===== config.mk =====
export PLATFORM = sky130hd
export DESIGN_NAME = bert_engine
export DESIGN_NICKNAME = d
export VERILOG_FILES = /design/src/rtl/bert_pkg.sv /design/src/rtl/bert_patgen.sv /design/src/rtl/bert_checker.sv /design/src/rtl/bert_satcnt.sv /design/src/rtl/bert_engine.sv
export SDC_FILE = /design/constraint.sdc
export NUM_CORES = 1
export LEC_CHECK = 0
export ABC_AREA = 1
export BUFFER_PORTS_ARGS = -buffer_cell sky130_fd_sc_hd__buf_2
export CAP_MARGIN = 20
export CORE_MARGIN = 2
export CORE_UTILIZATION = 45
export CTS_CLUSTER_DIAMETER = 100
export DETAILED_ROUTE_END_ITERATION = 8
export GPL_TIMING_DRIVEN = 0
export PLACE_DENSITY = 0.67
export SLEW_MARGIN = 20
export SYNTH_ARGS = -nofsm -noshare
export SYNTH_HDL_FRONTEND = slang
export SYNTH_SLANG_ARGS = --single-unit

===== constraint.sdc =====
create_clock -name clk -period 3.15 [get_ports clk]
set_input_delay 0.63 -clock clk [delete_from_list [all_inputs] [get_ports clk]]
set_output_delay 0.63 -clock clk [all_outputs]
set_load 0.01 [all_outputs]

===== src/rtl/bert_pkg.sv =====
package bert_pkg;

    localparam int PAT_MAX = 32;
    localparam int LEN_W   = $clog2(PAT_MAX);

    typedef enum logic {
        PAT_PRBS   = 1'b0,
        PAT_REPEAT = 1'b1
    } pat_mode_e;

    // Mask of the active low L bits, L = lm1 + 1
    function automatic logic [PAT_MAX-1:0] len_mask(input logic [LEN_W-1:0] lm1);
        logic [PAT_MAX-1:0] ones;
        ones = '1;
        return ones >> (LEN_W'(PAT_MAX-1) - lm1);
    endfunction

    // Bit produced from the current state in either mode
    function automatic logic next_bit(input logic [PAT_MAX-1:0] state,
                                      input logic [PAT_MAX-1:0] taps,
                                      input logic [LEN_W-1:0]   lm1,
                                      input pat_mode_e          mode);
        logic [PAT_MAX-1:0] m;
        logic               fb;
        m = len_mask(lm1);
        if (mode == PAT_REPEAT) begin
            fb = state[lm1];
        end else begin
            fb = ^(state & taps & m);
            if (((state << 1) & m) == '0) fb = 1'b1;
        end
        return fb;
    endfunction

    function automatic logic [PAT_MAX-1:0] shift_in(input logic [PAT_MAX-1:0] state,
                                                    input logic               b,
                                                    input logic [LEN_W-1:0]   lm1);
        return ((state << 1) | {{(PAT_MAX-1){1'b0}}, b}) & len_mask(lm1);
    endfunction

endpackage


===== src/rtl/bert_patgen.sv =====
module bert_patgen
    import bert_pkg::*;
(
    input  logic               clk,
    input  logic               rst_n,
    input  logic               en,
    input  logic               step,
    input  pat_mode_e          mode,
    input  logic [LEN_W-1:0]   lm1,
    input  logic [PAT_MAX-1:0] taps,
    input  logic [PAT_MAX-1:0] seed,
    output logic               bit_o
);

    typedef struct packed {
        logic [PAT_MAX-1:0] state;
    } gen_s;

    gen_s gen_d, gen_q;

    always_comb begin
        gen_d = gen_q;
        bit_o = next_bit(gen_q.state, taps, lm1, mode);
        if (!en) begin
            gen_d.state = (mode == PAT_REPEAT) ? (seed & len_mask(lm1)) : len_mask(lm1);
        end else if (step) begin
            gen_d.state = shift_in(gen_q.state, bit_o, lm1);
        end
    end

    always_ff @(posedge clk or negedge rst_n) begin
        if (!rst_n) gen_q <= '{state: '1};
        else        gen_q <= gen_d;
    end

    AST_PRBS_NONZERO: assert property (@(posedge clk) disable iff (!rst_n)
        (en && mode == PAT_PRBS && $past(en && step && mode == PAT_PRBS) && $stable(lm1))
        |-> ((gen_q.state & len_mask(lm1)) != '0)) else $error("zero state");

endmodule


===== src/rtl/bert_checker.sv =====
module bert_checker
    import bert_pkg::*;
#(
    parameter int SYNC_RUN  = 32,
    parameter int WIN_BITS  = 64,
    parameter int LOSS_ERRS = 6
) (
    input  logic               clk,
    input  logic               rst_n,
    input  logic               en,
    input  logic               step,
    input  logic               rx_bit,
    input  pat_mode_e          mode,
    input  logic [LEN_W-1:0]   lm1,
    input  logic [PAT_MAX-1:0] taps,
    output logic               sync_o,
    output logic               bit_inc,
    output logic               err_inc
);

    localparam int RUN_W = $clog2(SYNC_RUN + 1);
    localparam int POS_W = $clog2(WIN_BITS);
    localparam int BE_W  = $clog2(LOSS_ERRS + 1);

    typedef struct packed {
        logic [PAT_MAX-1:0] sreg;
        logic [LEN_W:0]     fill;
        logic [RUN_W-1:0]   run;
        logic               sync;
        logic [POS_W-1:0]   pos;
        logic [BE_W-1:0]    blk;
    } chk_s;

    chk_s chk_d, chk_q;
    logic exp_b, miss;

    always_comb begin
        chk_d   = chk_q;
        bit_inc = 1'b0;
        err_inc = 1'b0;
        exp_b   = next_bit(chk_q.sreg, taps, lm1, mode);
        miss    = rx_bit ^ exp_b;
        if (!en) begin
            chk_d = '0;
        end else if (step) begin
            if (!chk_q.sync) begin
                chk_d.sreg = shift_in(chk_q.sreg, rx_bit, lm1);
                if (chk_q.fill <= {1'b0, lm1}) begin
                    chk_d.fill = chk_q.fill + 1'b1;
                    chk_d.run  = '0;
                end else if (miss) begin
                    chk_d.run = '0;
                end else if (chk_q.run == RUN_W'(SYNC_RUN - 1)) begin
                    chk_d.sync = 1'b1;
                    chk_d.run  = '0;
                    chk_d.pos  = '0;
                    chk_d.blk  = '0;
                end else begin
                    chk_d.run = chk_q.run + 1'b1;
                end
            end else begin
                chk_d.sreg = shift_in(chk_q.sreg, exp_b, lm1);
                bit_inc    = 1'b1;
                err_inc    = miss;
                if (miss && chk_q.blk == BE_W'(LOSS_ERRS - 1)) begin
                    chk_d.sync = 1'b0;
                    chk_d.fill = '0;
                    chk_d.run  = '0;
                end else if (chk_q.pos == POS_W'(WIN_BITS - 1)) begin
                    chk_d.pos = '0;
                    chk_d.blk = '0;
                end else begin
                    chk_d.pos = chk_q.pos + 1'b1;
                    chk_d.blk = chk_q.blk + BE_W'(miss);
                end
            end
        end
    end

    always_ff @(posedge clk or negedge rst_n) begin
        if (!rst_n) chk_q <= '0;
        else        chk_q <= chk_d;
    end

    assign sync_o = chk_q.sync;

    AST_SYNC_ON_BIT: assert property (@(posedge clk) disable iff (!rst_n)
        $rose(chk_q.sync) |-> $past(en && step)) else $error("sync rose without bit");
    AST_LOSS_ON_MISS: assert property (@(posedge clk) disable iff (!rst_n)
        ($fell(chk_q.sync) && $past(en)) |-> $past(step && miss)) else $error("sync lost without error");
    AST_BLK_BOUND: assert property (@(posedge clk) disable iff (!rst_n)
        chk_q.sync |-> (chk_q.blk < BE_W'(LOSS_ERRS))) else $error("block errors over limit");

endmodule


===== src/rtl/bert_satcnt.sv =====
module bert_satcnt #(
    parameter int W = 32
) (
    input  logic         clk,
    input  logic         rst_n,
    input  logic         clr,
    input  logic         inc,
    output logic [W-1:0] count
);

    typedef struct packed {
        logic [W-1:0] cnt;
    } cnt_s;

    cnt_s cnt_d, cnt_q;

    always_comb begin
        cnt_d = cnt_q;
        if (clr)                       cnt_d.cnt = '0;
        else if (inc && ~&cnt_q.cnt)   cnt_d.cnt = cnt_q.cnt + 1'b1;
    end

    always_ff @(posedge clk or negedge rst_n) begin
        if (!rst_n) cnt_q <= '0;
        else        cnt_q <= cnt_d;
    end

    assign count = cnt_q.cnt;

    AST_CNT_HOLD_MAX: assert property (@(posedge clk) disable iff (!rst_n)
        (&cnt_q.cnt && !clr) |=> &cnt_q.cnt) else $error("counter wrapped");
    AST_CNT_STEP_ONE: assert property (@(posedge clk) disable iff (!rst_n)
        !clr |=> (cnt_q.cnt == $past(cnt_q.cnt) || cnt_q.cnt == $past(cnt_q.cnt) + 1'b1))
        else $error("counter jumped");

endmodule


===== src/rtl/bert_engine.sv =====
module bert_engine
    import bert_pkg::*;
#(
    parameter int CNT_W     = 32,
    parameter int SYNC_RUN  = 32,
    parameter int WIN_BITS  = 64,
    parameter int LOSS_ERRS = 6
) (
    input  logic               clk,
    input  logic               rst_n,
    input  logic               cfg_en,
    input  logic               cfg_mode,
    input  logic [LEN_W-1:0]   cfg_len,
    input  logic [PAT_MAX-1:0] cfg_taps,
    input  logic [PAT_MAX-1:0] cfg_pat,
    input  logic               err_inject,
    input  logic               tx_bit_en,
    input  logic               tx_sys_data,
    output logic               tx_line_data,
    input  logic               rx_bit_en,
    input  logic               rx_line_data,
    output logic               rx_sys_data,
    output logic               sync,
    output logic [CNT_W-1:0]   err_count,
    output logic [CNT_W-1:0]   bit_count
);

    localparam int NCNT = 2;

    typedef struct packed {
        logic inj;
    } top_s;

    top_s      top_d, top_q;
    pat_mode_e mode;
    logic      gen_bit, flip, bit_inc, err_inc;
    logic [NCNT-1:0]  cnt_inc;
    logic [CNT_W-1:0] cnt_val [NCNT];

    assign mode = pat_mode_e'(cfg_mode);

    bert_patgen u_gen (
        .clk   (clk),
        .rst_n (rst_n),
        .en    (cfg_en),
        .step  (tx_bit_en),
        .mode  (mode),
        .lm1   (cfg_len),
        .taps  (cfg_taps),
        .seed  (cfg_pat),
        .bit_o (gen_bit)
    );

    bert_checker #(
        .SYNC_RUN  (SYNC_RUN),
        .WIN_BITS  (WIN_BITS),
        .LOSS_ERRS (LOSS_ERRS)
    ) u_chk (
        .clk     (clk),
        .rst_n   (rst_n),
        .en      (cfg_en),
        .step    (rx_bit_en),
        .rx_bit  (rx_line_data),
        .mode    (mode),
        .lm1     (cfg_len),
        .taps    (cfg_taps),
        .sync_o  (sync),
        .bit_inc (bit_inc),
        .err_inc (err_inc)
    );

    assign cnt_inc = {err_inc, bit_inc};

    for (genvar gi = 0; gi < NCNT; gi++) begin : g_cnt
        bert_satcnt #(.W(CNT_W)) u_cnt (
            .clk   (clk),
            .rst_n (rst_n),
            .clr   (~cfg_en),
            .inc   (cnt_inc[gi]),
            .count (cnt_val[gi])
        );
    end

    assign bit_count = cnt_val[0];
    assign err_count = cnt_val[1];

    always_comb begin
        top_d        = top_q;
        flip         = cfg_en & tx_bit_en & (top_q.inj | err_inject);
        top_d.inj    = cfg_en & (top_q.inj | err_inject) & ~tx_bit_en;
        tx_line_data = cfg_en ? (gen_bit ^ flip) : tx_sys_data;
        rx_sys_data  = rx_line_data;
    end

    always_ff @(posedge clk or negedge rst_n) begin
        if (!rst_n) top_q <= '0;
        else        top_q <= top_d;
    end

    AST_INJECT_ONCE: assert property (@(posedge clk) disable iff (!rst_n)
        flip |=> !top_q.inj) else $error("inject stayed pending");
    AST_BITS_ONLY_IN_SYNC: assert property (@(posedge clk) disable iff (!rst_n)
        (cfg_en && $past(cfg_en) && !$past(sync)) |-> (bit_count == $past(bit_count)))
        else $error("bits counted out of sync");

endmodule


; ---- Word level (Yosys, flattened, before mapping)
; Index checks and enable logic that the tools add are counted.
[totals]
ff_bits = 151
output_inout_bits = 67
inputBits = 78
elab_cells = 103
[op_classes]
n_reduce_logical = 14
eq_ne = 13
n_addsub = 7
n_bitwise = 21
n_mux = 35
n_lt_le_gt_ge = 2
n_shift = 1
[ops]
columns = cell, n
row1 = 32-bit AND, 10
row2 = 32-bit two-way mux, 7
row3 = 54-bit two-way mux, 3
row4 = 32-bit by 1-bit OR with 32-bit output, 3
row5 = "32-bit by 1-bit adder with 32-bit output, second input constant", 2
row6 = 32-bit logical NOT, 2
row7 = 32-bit AND reduction, 2
row8 = 32-bit XOR reduction, 2
row9 = "32-bit by 5-bit right shift with 32-bit output, first input constant", 1
row10 = 10-bit two-way mux, 3
row11 = 6-bit two-way mux, 4
row12 = "6-bit by 1-bit adder with 6-bit output, second input constant", 3
row13 = 9-bit two-way mux, 2
row14 = 1-bit two-way mux, 13
row15 = 13-bit two-way mux, 1
row16 = 1-bit binary-select mux with 5-bit select, 2
row17 = "2-bit by 1-bit inequality test with 1-bit output, second input constant", 4
row18 = "6-bit by 5-bit equality test with 1-bit output, second input constant", 1
row19 = "6-bit equality test, second input constant", 1
row20 = 6-bit by 5-bit less-or-equal comparator with 1-bit output, 1
row21 = "5-bit by 6-bit less-than comparator with 1-bit output, second input constant", 1
row22 = "3-bit by 1-bit inequality test with 1-bit output, second input constant", 2
row23 = "3-bit by 2-bit inequality test with 1-bit output, second input constant", 2
row24 = "3-bit inequality test, second input constant", 2
row25 = 12 further kinds, 19

; ---- Depth between registers and ports, before layout
; Gate-level depths: netlist (run 1).
[depth]
ltp_word = 13
mapped_depth = 27
depth_no_buf = 26

; ---- By module
; Synthesis (run 1) repeated with hierarchy kept, for this count alone.
[unflattened]
cells_unflattened = 2057
area_unflattened_um2 = 12619.6
[modules_own_cells]
columns = mod, instances, seq_area_each_um2, cells_each, area_each_um2
row1 = bert_checker, 1, 1351.3, 750, 4659.5
row2 = bert_satcnt, 2, 800.8, 350, 2217.1
row3 = bert_patgen, 1, 840.8, 592, 3433.3
row4 = bert_engine, 1, 25.0, 15, 92.6

; ---- Worst setup path after synthesis (run 1)
; No wires, ideal clock.
[synth_timing]
kind = input to output
startpoint = in cfg_len[3]
endpoint = out tx_line_data
t_arrival_ns = 2.543
path_stages = 18
path_buffers = 2
t_required_ns = 2.520
path_slack_ns = -0.023
cell_sequence = buf_4 nor2_4 buf_2 nand3_1 nand3_1 xor2_1 xor2_1 xor2_1 nand2_1 nand2_1 inv_1 nand2_1 nand3_1 nand2_1 nand2_1 nand2_1 nand2_1 nand2_1
[synth_via]
elab_chain_len = 8
word_cells_on_any_way = 12
cone_classes = 1 x add/sub / 1 x shift / 5 x mux / 3 x bitwise / 2 x reduce/logical
[synth_lines]
columns = item, line_no
row1 = start: declaration, bert_engine.sv:13  ; input logic [LEN_W-1:0] cfg_len,
row2 = 5-bit subtractor, bert_pkg.sv:15  ; return ones >> (LEN_W'(PAT_MAX-1) - lm1);
row3 = 32-bit by 5-bit right shift with 32-bit output, bert_pkg.sv:15
row4 = "32-bit AND, on equally long branches", "bert_pkg.sv:29, bert_pkg.sv:30"
row5 = 32-bit XOR reduction / 32-bit logical NOT (equally long branches), "bert_pkg.sv:29, bert_pkg.sv:30"
row6 = 1-bit two-way mux, bert_pkg.sv:30  ; if (((state << 1) & m) == '0) fb = 1'b1;
row7 = 1-bit two-way mux *, bert_pkg.sv:26  ; if (mode == PAT_REPEAT) begin
row8 = 1-bit bitwise XOR *, bert_engine.sv:91  ; tx_line_data = cfg_en ? (gen_bit ^ flip) : tx_sys_data;
row9 = 1-bit two-way mux *, bert_engine.sv:91
row10 = end: declaration, bert_engine.sv:19  ; output logic tx_line_data,
; Every way passes the cells marked *; elsewhere a longest branch is shown, timed or not. The select of a mux whose other input is x is not followed.

; ---- Final worst setup path (run 1)
[layout_timing]
startpoint = in cfg_len[0]
endpoint = out tx_line_data
; Same word-level chain as after synthesis.

==> out/qor.txt, run 1 <==
Clk sinks: 151
Post-Place Cells: 2181
Number of antenna-violating nets in the routed design: 0
Cell family with most CP delay: buffers and inverters
CP Depth: 14
CTS buffer count: 17
RSZ-0062 raised after global routing: yes
Flop-to-flop setup slack: 280 ps
Commonest non-fill, non-tap cells in the layout: nand2_1 (516), inv_1 (166), nor2_1 (146), buf_2 (138), dfrtp_1 (119)
Post-layout power: 5.193 mW
Worst Max-Slew Pin Slew: 854.7 ps
Element type at the critical path end: primary output
Final hold slack: 191.0 ps
Critical path launch point type: input pin
CP Max Fanout: 10
Syn avg cell area: 6.512 um2
Worst setup startpoint: cfg_len[0]
Post-Syn Instances: 1714
Reg area: 0.003819 mm2
CP arrival: 2850 ps
Drt wl/cell: 18.71 um
Tightest Hold Check Type: input pin to async pin
Worst Path Required: 2520 ps
CTS clk-pin slew, worst paths: 70 ps
Core Box Area: 0.02432 mm2
R2r endpoint: u_chk.chk_q[2]
Routability Congestion: 1.006
Clock skew: 9.882 ps
Post-Layout Cell Count: 2271
Number of flops mapped to enable cells by yosys: 0
Failing checks: setup timing
Max-slew violations: 0
Post-synth ARST share: 1.000
Slowest cell on the critical path: clkbuf_1
Status: finished with violations
Max-cap violation count: 0
Filler instances: 2296
Synth warn: 0
Slew HR: 0.4302
Distinct cells, synth: 50
Hold Violations, Final: 0
Crit path capture: tx_line_data
Synth Flop Type: dfrtp_1
# diodes: 0
Clk root buf: clkbuf_16
Clk pwr share: 0.387
CTS tree: yes
Sequential power share: 0.406
Most common cell on crit path: nand2_2
Worst path cell trace: buf_12, buf_4, buf_4, clkbuf_1, nand2_1, o22ai_1, o21ai_0, nand4_1, o311ai_0, nand2_2, nand2_2, nand2_2, nand2_2, buf_6
Combinational power share: 0.207
Largest net degree at the start of global routing: 81
Commonest non-fill, non-tap cell in the layout: nand2_1
P&R area growth vs syn: 28.14%
Net Sw Power: 1.658 mW
Worst path max stage delay: 440 ps
Worst-Skew Late Latency: 430 ps
Grt total ovfl: 0
Layout cells sized above 1: 0.2270
Num rows: 57
Reg2reg path depth: 25
Initial antenna violation count: 0
Power Density: 363.1 mW/mm2
Vias in the first global route: 11.98k
Fmax: 0.2872 GHz
Starting Density: 0.4590
Cell area after synthesis: 0.01116 mm2
First-pass GRT wire length: 64.43 mm
Hpwl dp: 30.98 mm
Switching Fraction: 0.3193
Peak VDD IR: 369.9 uV
Worst setup path class: input pin to primary output
DRT iter0 DRCs: 1284
Critical path buffer and inverter count: 5
Internal: 3.535 mW
CTS H-tree lvls: 4
Post-Syn Nets: 1804
Crit share post-route: 1.105
# DRC: 0
Via count: 12.85k
Die ar.: 0.02608 mm2
FF-to-FF Start: u_chk.chk_q[49]
Die Width: 161.5 um
First-pass iteration count of the detailed router: 9
Drt via density: 5.657
Multi-input logic area: 0.007015 mm2
Height of the die: 161.5 um
Max Root-Sink Buffers: 2
Final Critical Period: 3481 ps
Port bufs: 142
P_leak: 6.827 nW
Setup slack after layout: -331.5 ps
Setup TNS: -448.8 ps
Final Setup Violations: 2
Flop and latch count out of synthesis: 151
Final-stage net count: 2024
Seq/Total Area, Yosys: 0.3421
Placement Setup Slack: -1069 ps
Routed wire length: 42.49 mm
Ports: 145
Total track usage: 0.3171
cells by family after synthesis:
| kind of cell | count (synthesis) | share of synthesized area |
|---|---|---|
| simple gates | 986 | 0.3747 |
| compound gates | 243 | 0.1260 |
| buf+inv | 254 | 0.09035 |
| fa+ha+maj | 12 | 0.01345 |
| xor+xnor | 68 | 0.05336 |
| flops | 151 | 0.3421 |
power by group through the flow:
stage	Sequential, mW	Clock, mW	Combinational [mW]
after CTS	2.10	2.02	0.945
final	2.11	2.01	1.07
after global placement	2.13	0	0.791
after global routing	2.11	2.11	1.15
after detailed placement	2.13	0	0.805
after floorplan	2.10	0	0.480
cell usage after synthesis, drive strengths merged (3+ instances only):
cell type	n	area, um2
nand4	50	312.8
nand3	128	650.6
buf	21	133.9
xor2	42	367.9
inv	190	713.2
o221ai	8	70.07
dfrtp	119	2978
xnor2	26	227.7
clkinv	9	33.78
nand2	572	2167
nor3b	4	30.03
o32ai	3	26.28
o211ai	13	97.59
nor4	13	81.33
clkbuf	34	127.6
a31oi	13	81.33
ha	12	150.1
nand3b	3	22.52
nor3	48	240.2
dfstp	32	840.8
o21ai	108	540.5
o31ai	3	22.52
o22ai	31	193.9
nor2	163	641.9
a21oi	50	257.8
registers in the layout, indices dropped and copies added, names as in the netlist:
signal / count
g_cnt.u_cnt.count: 64
top_q: 1
u_chk.chk_q: 53
u_chk.sync_o: 1
u_gen.gen_q: 32
how the worst min path moves through the flow:
stage | start | endpoint | slack (ps) | depth (start not counted)
2_1_floorplan | rst_n | g_cnt[0].u_cnt.count[0] | 330 | 0
3_3_place_gp | u_chk.chk_q[13] | u_chk.chk_q[13] | 460 | 2
3_5_place_dp | u_chk.chk_q[13] | u_chk.chk_q[13] | 480 | 2
4_1_cts | rst_n | g_cnt[0].u_cnt.count[15] | 210 | 1
5_1_grt | rst_n | g_cnt[0].u_cnt.count[16] | 230 | 1
6_report | rst_n | g_cnt[0].u_cnt.count[16] | 190 | 1
layout make-up:
class	count	share of cell area
multi-input cells	1309	0.4905
well taps	324	0.02834
flip-flops and latches	151	0.2670
clock buffers	19	0.03097
inverters	199	0.05398
plain buffers	54	0.02694
repair buffers	202	0.09369
clock inverters	13	0.008573
through the flow:
step           utilization  instance area [um2]
6_report            0.5881                14300
5_1_grt             0.5881                14300
4_1_cts             0.5625                13680
3_5_place_dp        0.5066                12320
3_3_place_gp        0.5051                12280
2_1_floorplan            -                11170
routing by layer:
metal | GRT usage | vias to the layer above | wire length (um)
met2 | 0.5037 | 679 | 19540
met1 | 0.4070 | 5933 | 16950
met4 | 0.1627 | 0 | 2083
met5 | 0 | - | 0
li1 | - | 6079 | -
met3 | 0.06934 | 157 | 3917
timing repair:
| item | 4_1_cts | 5_1_grt |
|---|---|---|
| pin swaps | 35 | 46 |
| gates cloned | 1 | 2 |
| hold buffers | 0 | 0 |
| endpoints found under the setup margin | 55 | 58 |
| buffers inserted | 36 | 21 |
| resized for setup | 126 | 104 |
worst reg2reg max path: stages (launching register included):
cell and delay [ps]:
dfrtp_1 420, nand2_1 90, inv_1 50, nand3_1 140, clkinv_1 100, nand2_1 90
nand2_1 60, nand2_1 60, nand2_1 50, nand2_1 80, nand2_2 80, inv_2 60
nand2_1 50, nand2_2 70, nand2_2 70, nand3_4 140, nand2_4 90, nand2_4 80
nand2_4 60, ha_1 190, ha_1 190, nand2_1 70, inv_1 60, nor4_2 270
nand4_1 110, nand2_1 80
No activity file was read; power rests on OpenSTA's default activity.
==> inputs of run 2 (changes only) <==
- BUFFER_PORTS_ARGS: -buffer_cell sky130_fd_sc_hd__buf_2 -> default
- CORE_UTILIZATION: 45 -> 55
- DONT_BUFFER_PORTS: default -> 1
- PLACE_DENSITY: 0.67 -> 0.73
==> out/qor.txt, run 2 (synthesis gave the netlist of run 1 again) <==
Status: finished with violations
Failing checks: hold timing, setup timing
RSZ-0062 raised after global routing: yes
Clk root buf: clkbuf_16
Largest net degree at the start of global routing: 152
# DRC: 0
Flop-to-flop setup slack: 230 ps
Routability Congestion: 1.016
Ports: 145
Drt via density: 5.925
Via count: 12.13k
Max-cap violation count: 0
Max reg flops: 64
Die Width: 146.5 um
CTS clk-pin slew, worst paths: 70 ps
Final hold slack: -126.0 ps
Starting Density: 0.5552
Worst-Skew Late Latency: 440 ps
Hold Violations, Final: 119
Drt wl/cell: 19.12 um
Commonest non-fill, non-tap cells in the layout: nand2_1 (532), inv_1 (169), nor2_1 (149), dfrtp_1 (117), nand3_1 (113)
Num rows: 52
Initial antenna violation count: 2
Final Setup Violations: 1
Slew HR: 0.4327
Clk sinks: 151
CTS tree: yes
Core Box Area: 0.02010 mm2
Fin area: 0.01292 mm2
Tightest Hold Check Type: input pin to async pin
Setup slack after layout: -264.9 ps
CTS buffer count: 17
Worst Path Required: 2520 ps
Critical path launch point type: input pin
Power Density: 390.1 mW/mm2
Die ar.: 0.02145 mm2
Crit share post-route: 1.084
Max-slew violations: 0
Worst Max-Slew Pin Slew: 851.0 ps
Post-layout power: 5.039 mW
Height of the die: 146.5 um
Worst setup startpoint: cfg_len[0]
Fmax: 0.2928 GHz
First-pass iteration count of the detailed router: 6
Final-stage net count: 1853
Final Critical Period: 3415 ps
FF-to-FF Start: g_cnt[1].u_cnt.count[1]
CTS H-tree lvls: 4
Peak VDD IR: 378.7 uV
CP arrival: 2780 ps
First-pass GRT wire length: 60.36 mm
Vias in the first global route: 11.37k
Dpl cell area: 0.01150 mm2
Worst setup path class: input pin to primary output
R2r endpoint: g_cnt[1].u_cnt.count[5]
Number of antenna-violating nets in the routed design: 0
Total track usage: 0.3600
Commonest non-fill, non-tap cell in the layout: nand2_1
Reg2reg path depth: 16
Finished Core Util: 0.6425
Port bufs: 0
DRT iter0 DRCs: 1191
P&R area growth vs syn: 15.73%
Element type at the critical path end: primary output
Clock skew: 10.36 ps
Grt total ovfl: 0
P_leak: 5.893 nW
CP Max Fanout: 8
Layout cells sized above 1: 0.1329
Hpwl dp: 29.02 mm
Max Root-Sink Buffers: 2
Routed wire length: 39.16 mm
[run 2: cell types whose count changed in the layout (fill, tap and decap cells not counted), sizes merged]
cell	before	now
buf	217	51
inv	194	198
diode	0	2
clkinv	13	12
clkbuf	57	53
bufbuf	1	0
clkinvlp	4	1
[run 2: where the power goes]
group	switching [mW]	leakage, nW	internal, mW
logic	0.550	3.61	0.293
clock network	0.927	0.291	1.16
registers	0.0845	1.99	2.03
[run 2: stage by stage]
stage / instances / TNS [ps] / setup WS [ps]
after global routing: 2047 / -1146 / -353.2
after CTS: 2037 / -223.1 / -223.1
after global placement: 1984 / -25530 / -806.8
final: 2048 / -264.9 / -264.9
after floorplan: 1714 / 0 / 17.76
after detailed placement: 1984 / -27580 / -809.4
[run 2: worst max path at each step]
stage                   end  slack, ps  cells after the start
3_3_place_gp   tx_line_data       -810                     19
5_1_grt        tx_line_data       -350                     21
6_report       tx_line_data       -260                     21
2_1_floorplan  tx_line_data         20                     18
3_5_place_dp   tx_line_data       -810                     19
4_1_cts        tx_line_data       -220                     21
[run 2: cell type report]
class,instances,area (um2)
fill,1824,7187
multi-input combinational,1309,6802
sequential,151,3821
inverter,199,762.0
clock buffer,19,452.9
buffer,55,360.3
tap,270,337.8
timing repair buffer,30,242.7
clock inverter,13,133.9
antenna,2,5.005
[run 2: repair_timing]
item / in CTS / in global routing
endpoints found under the hold margin: 119 / 119
resized for setup: 82 / 74
setup endpoints to repair: 46 / 49
gates cloned: 0 / 1
pin swaps: 21 / 24
buffers inserted: 21 / 8
[run 2: critical path, cell delays in order]
cell,delay (ps)
buf_12,130
nor2_4,170
buf_8,160
nand2_1,120
nand2_2,120
inv_1,80
nand3_2,80
xor2_2,180
xnor2_2,160
inv_1,70
nand2_1,80
nand2_1,70
nand2_2,80
nand2_1,50
nand2_1,70
nand3_2,70
nand2_2,80
nand2_2,80
nand2_1,90
nand2_1,80
nand2_2,120
[run 2: metal layers]
| layer | vias to the layer above | wire, um | track usage | part of all wire |
|---|---|---|---|---|
| met3 | 168 | 3916 | 0.09250 | 0.10 |
| met5 | - | 14 | 0 | 0.00036 |
| li1 | 5730 | - | - | - |
| met2 | 634 | 17510 | 0.5594 | 0.45 |
| met4 | 2 | 2320 | 0.2087 | 0.059 |
| met1 | 5600 | 15400 | 0.4566 | 0.39 |
==> inputs of run 3 (changes only) <==
- CORE_UTILIZATION: 55 -> 59
- PLACE_DENSITY: 0.73 -> 0.78
==> out/qor.txt, run 3 (synthesis gave the netlist of run 1 again) <==
Most common cell on crit path: nand2_1
CTS clk-pin slew, worst paths: 70 ps
Worst setup startpoint: cfg_len[0]
Final Setup Violations: 2
Crit path capture: tx_line_data
First-pass iteration count of the detailed router: 9
Die Width: 141.5 um
Layout cells sized above 1: 0.1445
Num rows: 50
Failing checks: hold timing, setup timing
Post-Place Cells: 1948
Port bufs: 0
Number of antenna-violating nets in the routed design: 0
Tightest Hold Check Type: input pin to async pin
Routed wire length: 41.03 mm
Vias in the first global route: 11.63k
RSZ-0062 raised after global routing: yes
Fmax: 0.2838 GHz
Final hold slack: -120.1 ps
Max-cap violation count: 0
Reg area: 0.003821 mm2
CP arrival: 2890 ps
Initial antenna violation count: 1
# DRC: 0
Hold Violations, Final: 119
Multi-input logic area: 0.006910 mm2
Max Root-Sink Buffers: 2
Largest net degree at the start of global routing: 152
Post-Layout Cell Count: 2012
Setup slack after layout: -373.3 ps
Worst-Skew Late Latency: 440 ps
P&R area growth vs syn: 16.20%
DRT iter0 DRCs: 1430
Critical path launch point type: input pin
Crit share post-route: 1.119
FF-to-FF Start: g_cnt[0].u_cnt.count[9]
Finished Core Util: 0.6957
R2r endpoint: g_cnt[0].u_cnt.count[28]
Ports: 145
CTS H-tree lvls: 4
Peak VDD IR: 440.6 uV
Slew HR: 0.3592
Height of the die: 141.5 um
Worst path max stage delay: 260 ps
Filler instances: 1637
Routability Congestion: 0.9941
Max reg flops: 64
Clk sinks: 151
Worst path cell trace: buf_12, nor2_4, buf_12, nand2_2, nand2_2, inv_1, nand3_1, xor2_1, xnor2_1, inv_1, nand2_1, nand2_1, nand2_2, nand2_1, nand2_1, nand3_1, nand2_1, nand2_2, nand2_1, nand2_1, nand2_2
Via count: 12.48k
Die ar.: 0.02004 mm2
Worst Max-Slew Pin Slew: 961.2 ps
CTS buffer count: 17
Starting Density: 0.5987
Final-stage net count: 1855
# diodes: 0
Power Density: 385.4 mW/mm2
Max-slew violations: 0
Flop-to-flop setup slack: 290 ps
Status: finished with violations
Final Critical Period: 3523 ps
Total track usage: 0.4043
Slowest cell on the critical path: nor2_4
Commonest non-fill, non-tap cells in the layout: nand2_1 (518), inv_1 (171), nor2_1 (150), dfrtp_1 (117), nand3_1 (108)
Worst setup path class: input pin to primary output
Hpwl dp: 29.94 mm
P_leak: 5.910 nW
Clk root buf: clkbuf_16
Core Box Area: 0.01864 mm2
CTS tree: yes
Drt via density: 6.202
Element type at the critical path end: primary output
Reg2reg path depth: 17
Drt wl/cell: 20.39 um
Worst Path Required: 2520 ps
Grt total ovfl: 0
Commonest non-fill, non-tap cell in the layout: nand2_1
CP Max Fanout: 8
First-pass GRT wire length: 62.54 mm
Clock skew: 8.336 ps
## run 3: cell types whose count changed in the layout (fill, tap and decap cells not counted), sizes merged
cell,before,now
clkinv,12,16
inv,198,194
diode,2,0
buf,51,52
clkbuf,53,54
## run 3: through the flow
step | worst slack (ps) | hold slack (ps) | power [mW] | instance area, um2 | TNS, ps
CTS | -207.3 | -125.5 | 4.889 | 12590 | -207.3
finish | -373.3 | -120.1 | 4.999 | 12970 | -428.6
floorplan | 17.76 | 334.4 | 2.584 | 11170 | 0
detailed placement | -937.0 | 336.2 | 2.812 | 11460 | -36790
global route | -517.1 | -127.2 | 5.120 | 12970 | -1141
global placement | -936.5 | 336.7 | 2.796 | 11460 | -34630
## run 3: final cells by class
| class | count | share of cell area |
|---|---|---|
| Tap cell | 234 | 0.02257 |
| Sequential cell | 151 | 0.2946 |
| Clock buffer | 19 | 0.03415 |
| Multi-Input combinational cell | 1309 | 0.5328 |
| Timing Repair Buffer | 32 | 0.01997 |
| Inverter | 199 | 0.05875 |
| Buffer | 55 | 0.02778 |
| Clock inverter | 13 | 0.009358 |
## run 3: worst min-delay path by stage
| stage | startpoint | to | slack [ps] | cells after the start |
|---|---|---|---|---|
| floorplan | rst_n | g_cnt[0].u_cnt.count[0] | 330 | 0 |
| global placement | rst_n | g_cnt[0].u_cnt.count[15] | 340 | 0 |
| detailed placement | rst_n | g_cnt[0].u_cnt.count[15] | 340 | 0 |
| CTS | rst_n | g_cnt[0].u_cnt.count[15] | -130 | 0 |
| global route | rst_n | g_cnt[0].u_cnt.count[15] | -130 | 0 |
| finish | rst_n | g_cnt[0].u_cnt.count[15] | -120 | 0 |
## run 3: worst max-delay path: cells and delay by family
family                 cells  cell delay (ps)
XOR/XNOR                   2              340
buffers and inverters      4              450
AND/OR/NAND/NOR           15             1460
## run 3: power breakdown
part / total [mW] / internal (mW) / switching (mW)
Clock: 2.03 / 1.12 / 0.912
Sequential: 2.11 / 2.03 / 0.0863
Combinational: 0.853 / 0.284 / 0.570
## run 3: repair_timing
action / 4_1_cts / 5_1_grt
setup buffers: 25 / 7
endpoints found under the setup margin: 55 / 49
pin swaps: 28 / 41
resized for setup: 102 / 77
hold endpoints to repair: 119 / 119
## run 3: layer usage
| metal | share of wire | track usage |
|---|---|---|
| met5 | 0.00032 | 0 |
| met4 | 0.050 | 0.1989 |
| met3 | 0.12 | 0.1161 |
| met2 | 0.46 | 0.6364 |
| met1 | 0.38 | 0.5130 |
